<file path="config.mk">
export PLATFORM = sky130hd
export DESIGN_NAME = uv_window_sequencer
export DESIGN_NICKNAME = d
export VERILOG_FILES = /design/src/rtl/uv_window_sequencer.sv
export SDC_FILE = /design/constraint.sdc
export NUM_CORES = 1
export LEC_CHECK = 0
export BUFFER_PORTS_ARGS = -buffer_cell sky130_fd_sc_hd__buf_2
export CAP_MARGIN = 20
export CORE_UTILIZATION = 55
export DETAILED_ROUTE_END_ITERATION = 8
export PLACE_DENSITY = 0.82
export SYNTH_ARGS = -nofsm -noshare
export SYNTH_HDL_FRONTEND = slang
export SYNTH_SLANG_ARGS = --single-unit
</file>
<file path="constraint.sdc">
create_clock -name clk -period 27.7 [get_ports clk]
set_input_delay 5.54 -clock clk [delete_from_list [all_inputs] [get_ports clk]]
set_output_delay 5.54 -clock clk [all_outputs]
set_load 0.005 [all_outputs]
</file>
<file path="src/rtl/uv_window_sequencer.sv">
module uv_window_sequencer #(
  parameter int CH_W       = 16,
  parameter int NUM_CH     = 5,
  parameter int BASE_TICKS = 50
)(
  input  logic                     clk,
  input  logic                     rst_n,
  input  logic                     ms_tick,
  input  logic                     cfg_we,
  input  logic [15:0]              cfg_wdata,
  output logic [15:0]              cfg_rdata,
  input  logic                     src_sel,
  input  logic [NUM_CH*CH_W-1:0]   test_vals,
  output logic [NUM_CH*CH_W-1:0]   results,
  output logic                     busy,
  output logic                     done
);
  localparam int MAX_TICKS = BASE_TICKS * 16;
  localparam int CW        = $clog2(MAX_TICKS + 1);

  logic [2:0]    it_q;
  logic          hd_q, af_q, sd_q, trig_q;
  logic          run_hd;
  logic [CW-1:0] cnt, run_len;
  logic [CH_W-1:0] acc   [NUM_CH];
  logic [CH_W-1:0] nxt   [NUM_CH];
  logic [CH_W-1:0] res_q [NUM_CH];

  function automatic logic [CW-1:0] len_of(input logic [2:0] code);
    logic [CW-1:0] b;
    b = CW'(BASE_TICKS);
    return (code > 3'd4) ? (b << 4) : (b << code);
  endfunction

  wire abort     = cfg_we & cfg_wdata[0];
  wire trig_ok   = cfg_we & cfg_wdata[2] & cfg_wdata[1] & ~cfg_wdata[0] & ~busy;
  wire start     = ~busy & ~sd_q & (trig_q | ~af_q);
  wire last      = busy & ms_tick & (cnt == run_len - 1'b1);
  wire latch     = last & ~abort;
  wire begin_win = ~abort & (start | (last & ~af_q));

  assign cfg_rdata = {9'd0, it_q, hd_q, trig_q, af_q, sd_q};

  always_ff @(posedge clk) begin
    if (!rst_n) begin
      {it_q, hd_q, af_q, sd_q, trig_q} <= '0;
    end else begin
      trig_q <= trig_ok;
      if (cfg_we) begin
        it_q <= cfg_wdata[6:4];
        hd_q <= cfg_wdata[3];
        af_q <= cfg_wdata[1];
        sd_q <= cfg_wdata[0];
      end
    end
  end

  always_ff @(posedge clk) begin
    if (!rst_n) begin
      busy    <= 1'b0;
      done    <= 1'b0;
      cnt     <= '0;
      run_len <= '0;
      run_hd  <= 1'b0;
    end else begin
      done <= latch;
      if (abort) begin
        busy <= 1'b0;
      end else if (begin_win) begin
        busy    <= 1'b1;
        cnt     <= '0;
        run_len <= len_of(it_q);
        run_hd  <= hd_q;
      end else if (last) begin
        busy <= 1'b0;
      end else if (busy & ms_tick) begin
        cnt <= cnt + 1'b1;
      end
    end
  end

  always_comb
    for (int k = 0; k < NUM_CH; k++) nxt[k] = acc[k] + CH_W'(k + 1);

  always_ff @(posedge clk) begin
    for (int k = 0; k < NUM_CH; k++) begin
      if (!rst_n) begin
        acc[k]   <= '0;
        res_q[k] <= '0;
      end else begin
        if (begin_win)           acc[k] <= '0;
        else if (busy & ms_tick) acc[k] <= nxt[k];
        if (latch)
          res_q[k] <= src_sel ? test_vals[k*CH_W +: CH_W]
                              : (run_hd ? (nxt[k] >> 1) : nxt[k]);
      end
    end
  end

  for (genvar g = 0; g < NUM_CH; g++) begin : g_out
    assign results[g*CH_W +: CH_W] = res_q[g];
  end

  // capture marker lasts one cycle
  a_r12_done_pulse: assert property (@(posedge clk) disable iff (!rst_n)
    done |=> !done);
  // results move only with done
  a_r11_hold: assert property (@(posedge clk) disable iff (!rst_n)
    !done |-> $stable(results));
  // shutdown write aborts without capture
  a_r10_abort: assert property (@(posedge clk) disable iff (!rst_n)
    (cfg_we && cfg_wdata[0]) |=> (!busy && !done));
  // trigger field clears itself
  a_r7_trig_clear: assert property (@(posedge clk) disable iff (!rst_n)
    cfg_rdata[2] |=> !cfg_rdata[2]);
  // trigger during a window is dropped
  a_r8_trig_ignored: assert property (@(posedge clk) disable iff (!rst_n)
    (busy && cfg_we && cfg_wdata[2]) |=> !cfg_rdata[2]);
  // a capture ends a running window
  a_r3_done_after_busy: assert property (@(posedge clk) disable iff (!rst_n)
    done |-> $past(busy));
endmodule

</file>
==> flow_metrics.py <==
metrics = {
    "placement": {
        "place_hpwl_um": 15400,
        "gp_congestion": 0.853,
        "pre_cts_slack_ns": 19.33,
        "io_buffers": 180,
    },
    "global_routing": {
        "track_usage_pct": 24.9,
        "grt_max_degree": 88,
        "antenna_found_initial": 0,
        "first_global_vias": 7320,
        "overflow": 0,
        "grt_first_pass_wirelength_um": 36000,
    },
    "clocking": {
        "holdBufCountCts": 0,
        "cts_buffers": 17,
        "ctsRootBufferMaster": "clkbuf_16",
        "clk_pin_slew_ns": 0.07,
        "cts_sinks": 186,
        "htreeDepth": 4,
        "clk_latency_ns": 0.43,
        "cts_buffer_depth": 2,
        "post_cts_buffers": 0,
        "cts_tree": "done",
        "post_cts_resized": 0,
    },
    "yosys": {
        "synth.distinct_cells": 62,
        "synth_edf_count": 157,
        "ys_async_sr_fraction_pct": 0,
        "synth_warnings": 0,
        "yosys_register_bits": 186,
        "synth_flop_cell": "edfxtp_1",
        "netlist_area_um2": 10000,
        "seq_area_frac_synth_pct": 52.7,
        "avgSynthCellArea_um2": 9.88,
        "netlist_instances": 1016,
    },
    "sta": {
        "max_freq_ghz": 0.125,
        "worst_slack_ns": 19.73,
        "fin_hold_ws_ns": 0.510,
        "hold_viol": 0,
        "post-route-period-util_pct": 28.8,
        "setup_viol": 0,
        "period_minus_slack_ns": 7.97,
        "rsz0062_at_grt": "false",
        "max_slew_margin_pct": 35.7,
        "tns_ns": 0,
        "clock_skew_ns": 0.0135,
        "worst_slew_pin_slew_ns": 0.964,
        "maxSlewViolCount": 0,
    },
    "power": {
        "irDropWorstVdd_mv": 0.0458,
        "p_total_w": 0.000663,
        "power_density_nw_per_um2": 57.4,
        "leakage_nw": 4.53,
    },
    "final_layout": {
        "multi_input_area_um2": 4350,
        "final_common_cell": "nor2_1",
        "utilization_pct": 64.5,
        "nets": 1276,
        "regArea_um2": 5300,
        "antenna_cells": 0,
        "syn2layout_area_growth_pct": 15.0,
        "final_cell_mix": "nor2_1, buf_2, edfxtp_1, nand2_1, a21oi_1",
        "fill_cells": 1472,
        "drive_above_1_share_pct": 19.9,
    },
    "worst_setup_path": {
        "reg2reg_to": "acc[4][6]",
        "cp_max_fo": 20,
        "critPathArrivalTime_ns": 7.88,
        "critPathSlowestCell": "nand3_1",
        "r2r_cells": 6,
        "crit_path_start_kind": "input pin",
        "r2r_start": "run_len[1]",
        "path_cells": "buf_2, and2_1, nor2_1, a41oi_2, nand3_1",
        "r2r_slack_ns": 23.88,
        "worstSetupPathType": "input pin to flop",
        "cpPeakStageDelay_ns": 0.86,
        "worstSetupEndpointType": "flop",
        "crit_required_ns": 27.61,
    },
    "die": {
        "rows": 49,
        "ios": 199,
        "core_um2": 17900,
        "die_y_um": 137,
        "die_x_um": 137,
        "die_area_um2": 18800,
        "start_util_pct": 56.1,
    },
    "job": {
        "drv_cap": 0,
    },
    "detailed_routing": {
        "vias": 7965,
        "vias_per_cell": 5.67,
        "drt_iter0_drc": 536,
        "wl_per_cell_um": 16.6,
        "drc_errors": 0,
        "drt-total-wl_um": 23400,
        "drtAntennaViolNets": 0,
        "drt_first_pass_iters": 5,
    },
    "min_path": {
        "hold_path_class": "flop to flop",
        "holdPathEnd": "sd_q",
        "hp-start": "sd_q",
        "hold-path-cell-count": 2,
    },
    "outcome": {
        "outcome": "finished clean",
    },
}
==> registers in the layout, indices dropped and copies added (netlist names) <==
| signal | cells |
|---|---|
| it_q | 3 |
| trig_q | 1 |
| busy | 1 |
| sd_q | 1 |
| acc | 77 |
| hd_q | 1 |
| cnt | 10 |
| run_hd | 1 |
| res_q | 80 |
| done | 1 |
| run_len | 9 |
| af_q | 1 |
==> worst max-delay path, delay by kind of cell <==
family	cells	cell delay, ns
AOI/OAI and AO/OA	1	0.82
and+or+nand+nor	3	1.30
buffers and inverters	1	0.20
==> per-stage QoR <==
step	cells	instance area [um2]
global placement	1374	11000
finish	1405	11500
global route	1405	11500
CTS	1405	11500
floorplan	1024	10100
detailed placement	1374	11000
==> layout make-up <==
| cell class | instances | area share [%] |
|---|---|---|
| Sequential cell | 186 | 45.9 |
| Clock inverter | 12 | 1.02 |
| Clock buffer | 19 | 3.75 |
| Timing Repair Buffer | 188 | 8.34 |
| Tap cell | 229 | 2.48 |
| Inverter | 26 | 0.845 |
| Multi-Input combinational cell | 745 | 37.7 |
==> Yosys cell counts, types with 2 or more instances <==
cell type  instances  share of area (%)
a22oi_1            2               0.15
and3_1            22                1.4
a31oi_1            3               0.19
nor2_1           188                7.0
nand3_1           35                1.7
nand3b_1           4               0.30
a211o_1            2               0.17
a21o_1             2               0.15
xor2_1            38                3.3
clkinv_1           3               0.11
inv_1             23               0.86
buf_1              2              0.075
buf_2             12               0.60
mux2i_1           27                2.7
ha_1              11                1.4
or3_1              4               0.25
a311oi_1           2               0.17
a211oi_1          29                2.2
nor2b_1           22                1.4
nand4_1           11               0.69
xnor2_1           42                3.7
nand2b_1           4               0.25
a32oi_1            4               0.35
edfxtp_1         157                 47
and4_1             4               0.35
clkbuf_1          33                1.2
and2_1            20                1.2
buf_4             18                1.3
or2_2              2               0.12
o22ai_1            4               0.25
a21oi_1           84                4.2
o211ai_1           5               0.37
o21ai_0           15               0.75
o31ai_1            2               0.15
nor3_2             2               0.20
nor4_1             4               0.25
dfxtp_1           29                5.8
nand2_1           97                3.6
nor3_1            22                1.1
o2111ai_1          2               0.17
o221ai_1           3               0.26
==> logic make-up after synthesis <==
family | Yosys count | share of synthesized area, %
and+or+nand+nor | 447 | 20.6
DFF | 186 | 52.7
AOI/OAI and AO/OA | 170 | 10.9
buffers and inverters | 93 | 4.49
xor gates and xnor gates | 81 | 7.20
muxes | 27 | 2.69
adders and majority gates | 11 | 1.37
other | 1 | 0.0374
==> worst max-delay path by stage <==
stage | start | end | slack [ns] | cells after the start
global placement | ms_tick | acc[3][12] | 19.38 | 8
global route | cfg_we | acc[4][6] | 19.52 | 5
finish | cfg_we | acc[4][6] | 19.73 | 5
CTS | cfg_we | acc[4][6] | 19.74 | 5
floorplan | ms_tick | res_q[0][0] | 14.94 | 6
detailed placement | cfg_we | acc[4][2] | 19.33 | 5
==> report_power, final <==
part | switching (W) | internal, W
registers | 0.0000144 | 0.000322
logic | 0.0000569 | 0.0000369
clock network | 0.000108 | 0.000125
total | 0.000180 | 0.000483
==> layer usage <==
| layer | vias to the layer above | GRT usage [%] | part of all wire (%) |
|---|---|---|---|
| met5 | - | 0 | 0 |
| met4 | 0 | 7.88 | 1.5 |
| met3 | 30 | 4.30 | 5.6 |
| met2 | 269 | 42.6 | 50 |
| met1 | 3790 | 32.0 | 43 |
| li1 | 3876 | - | - |
(Power assumes the default switching activity.)
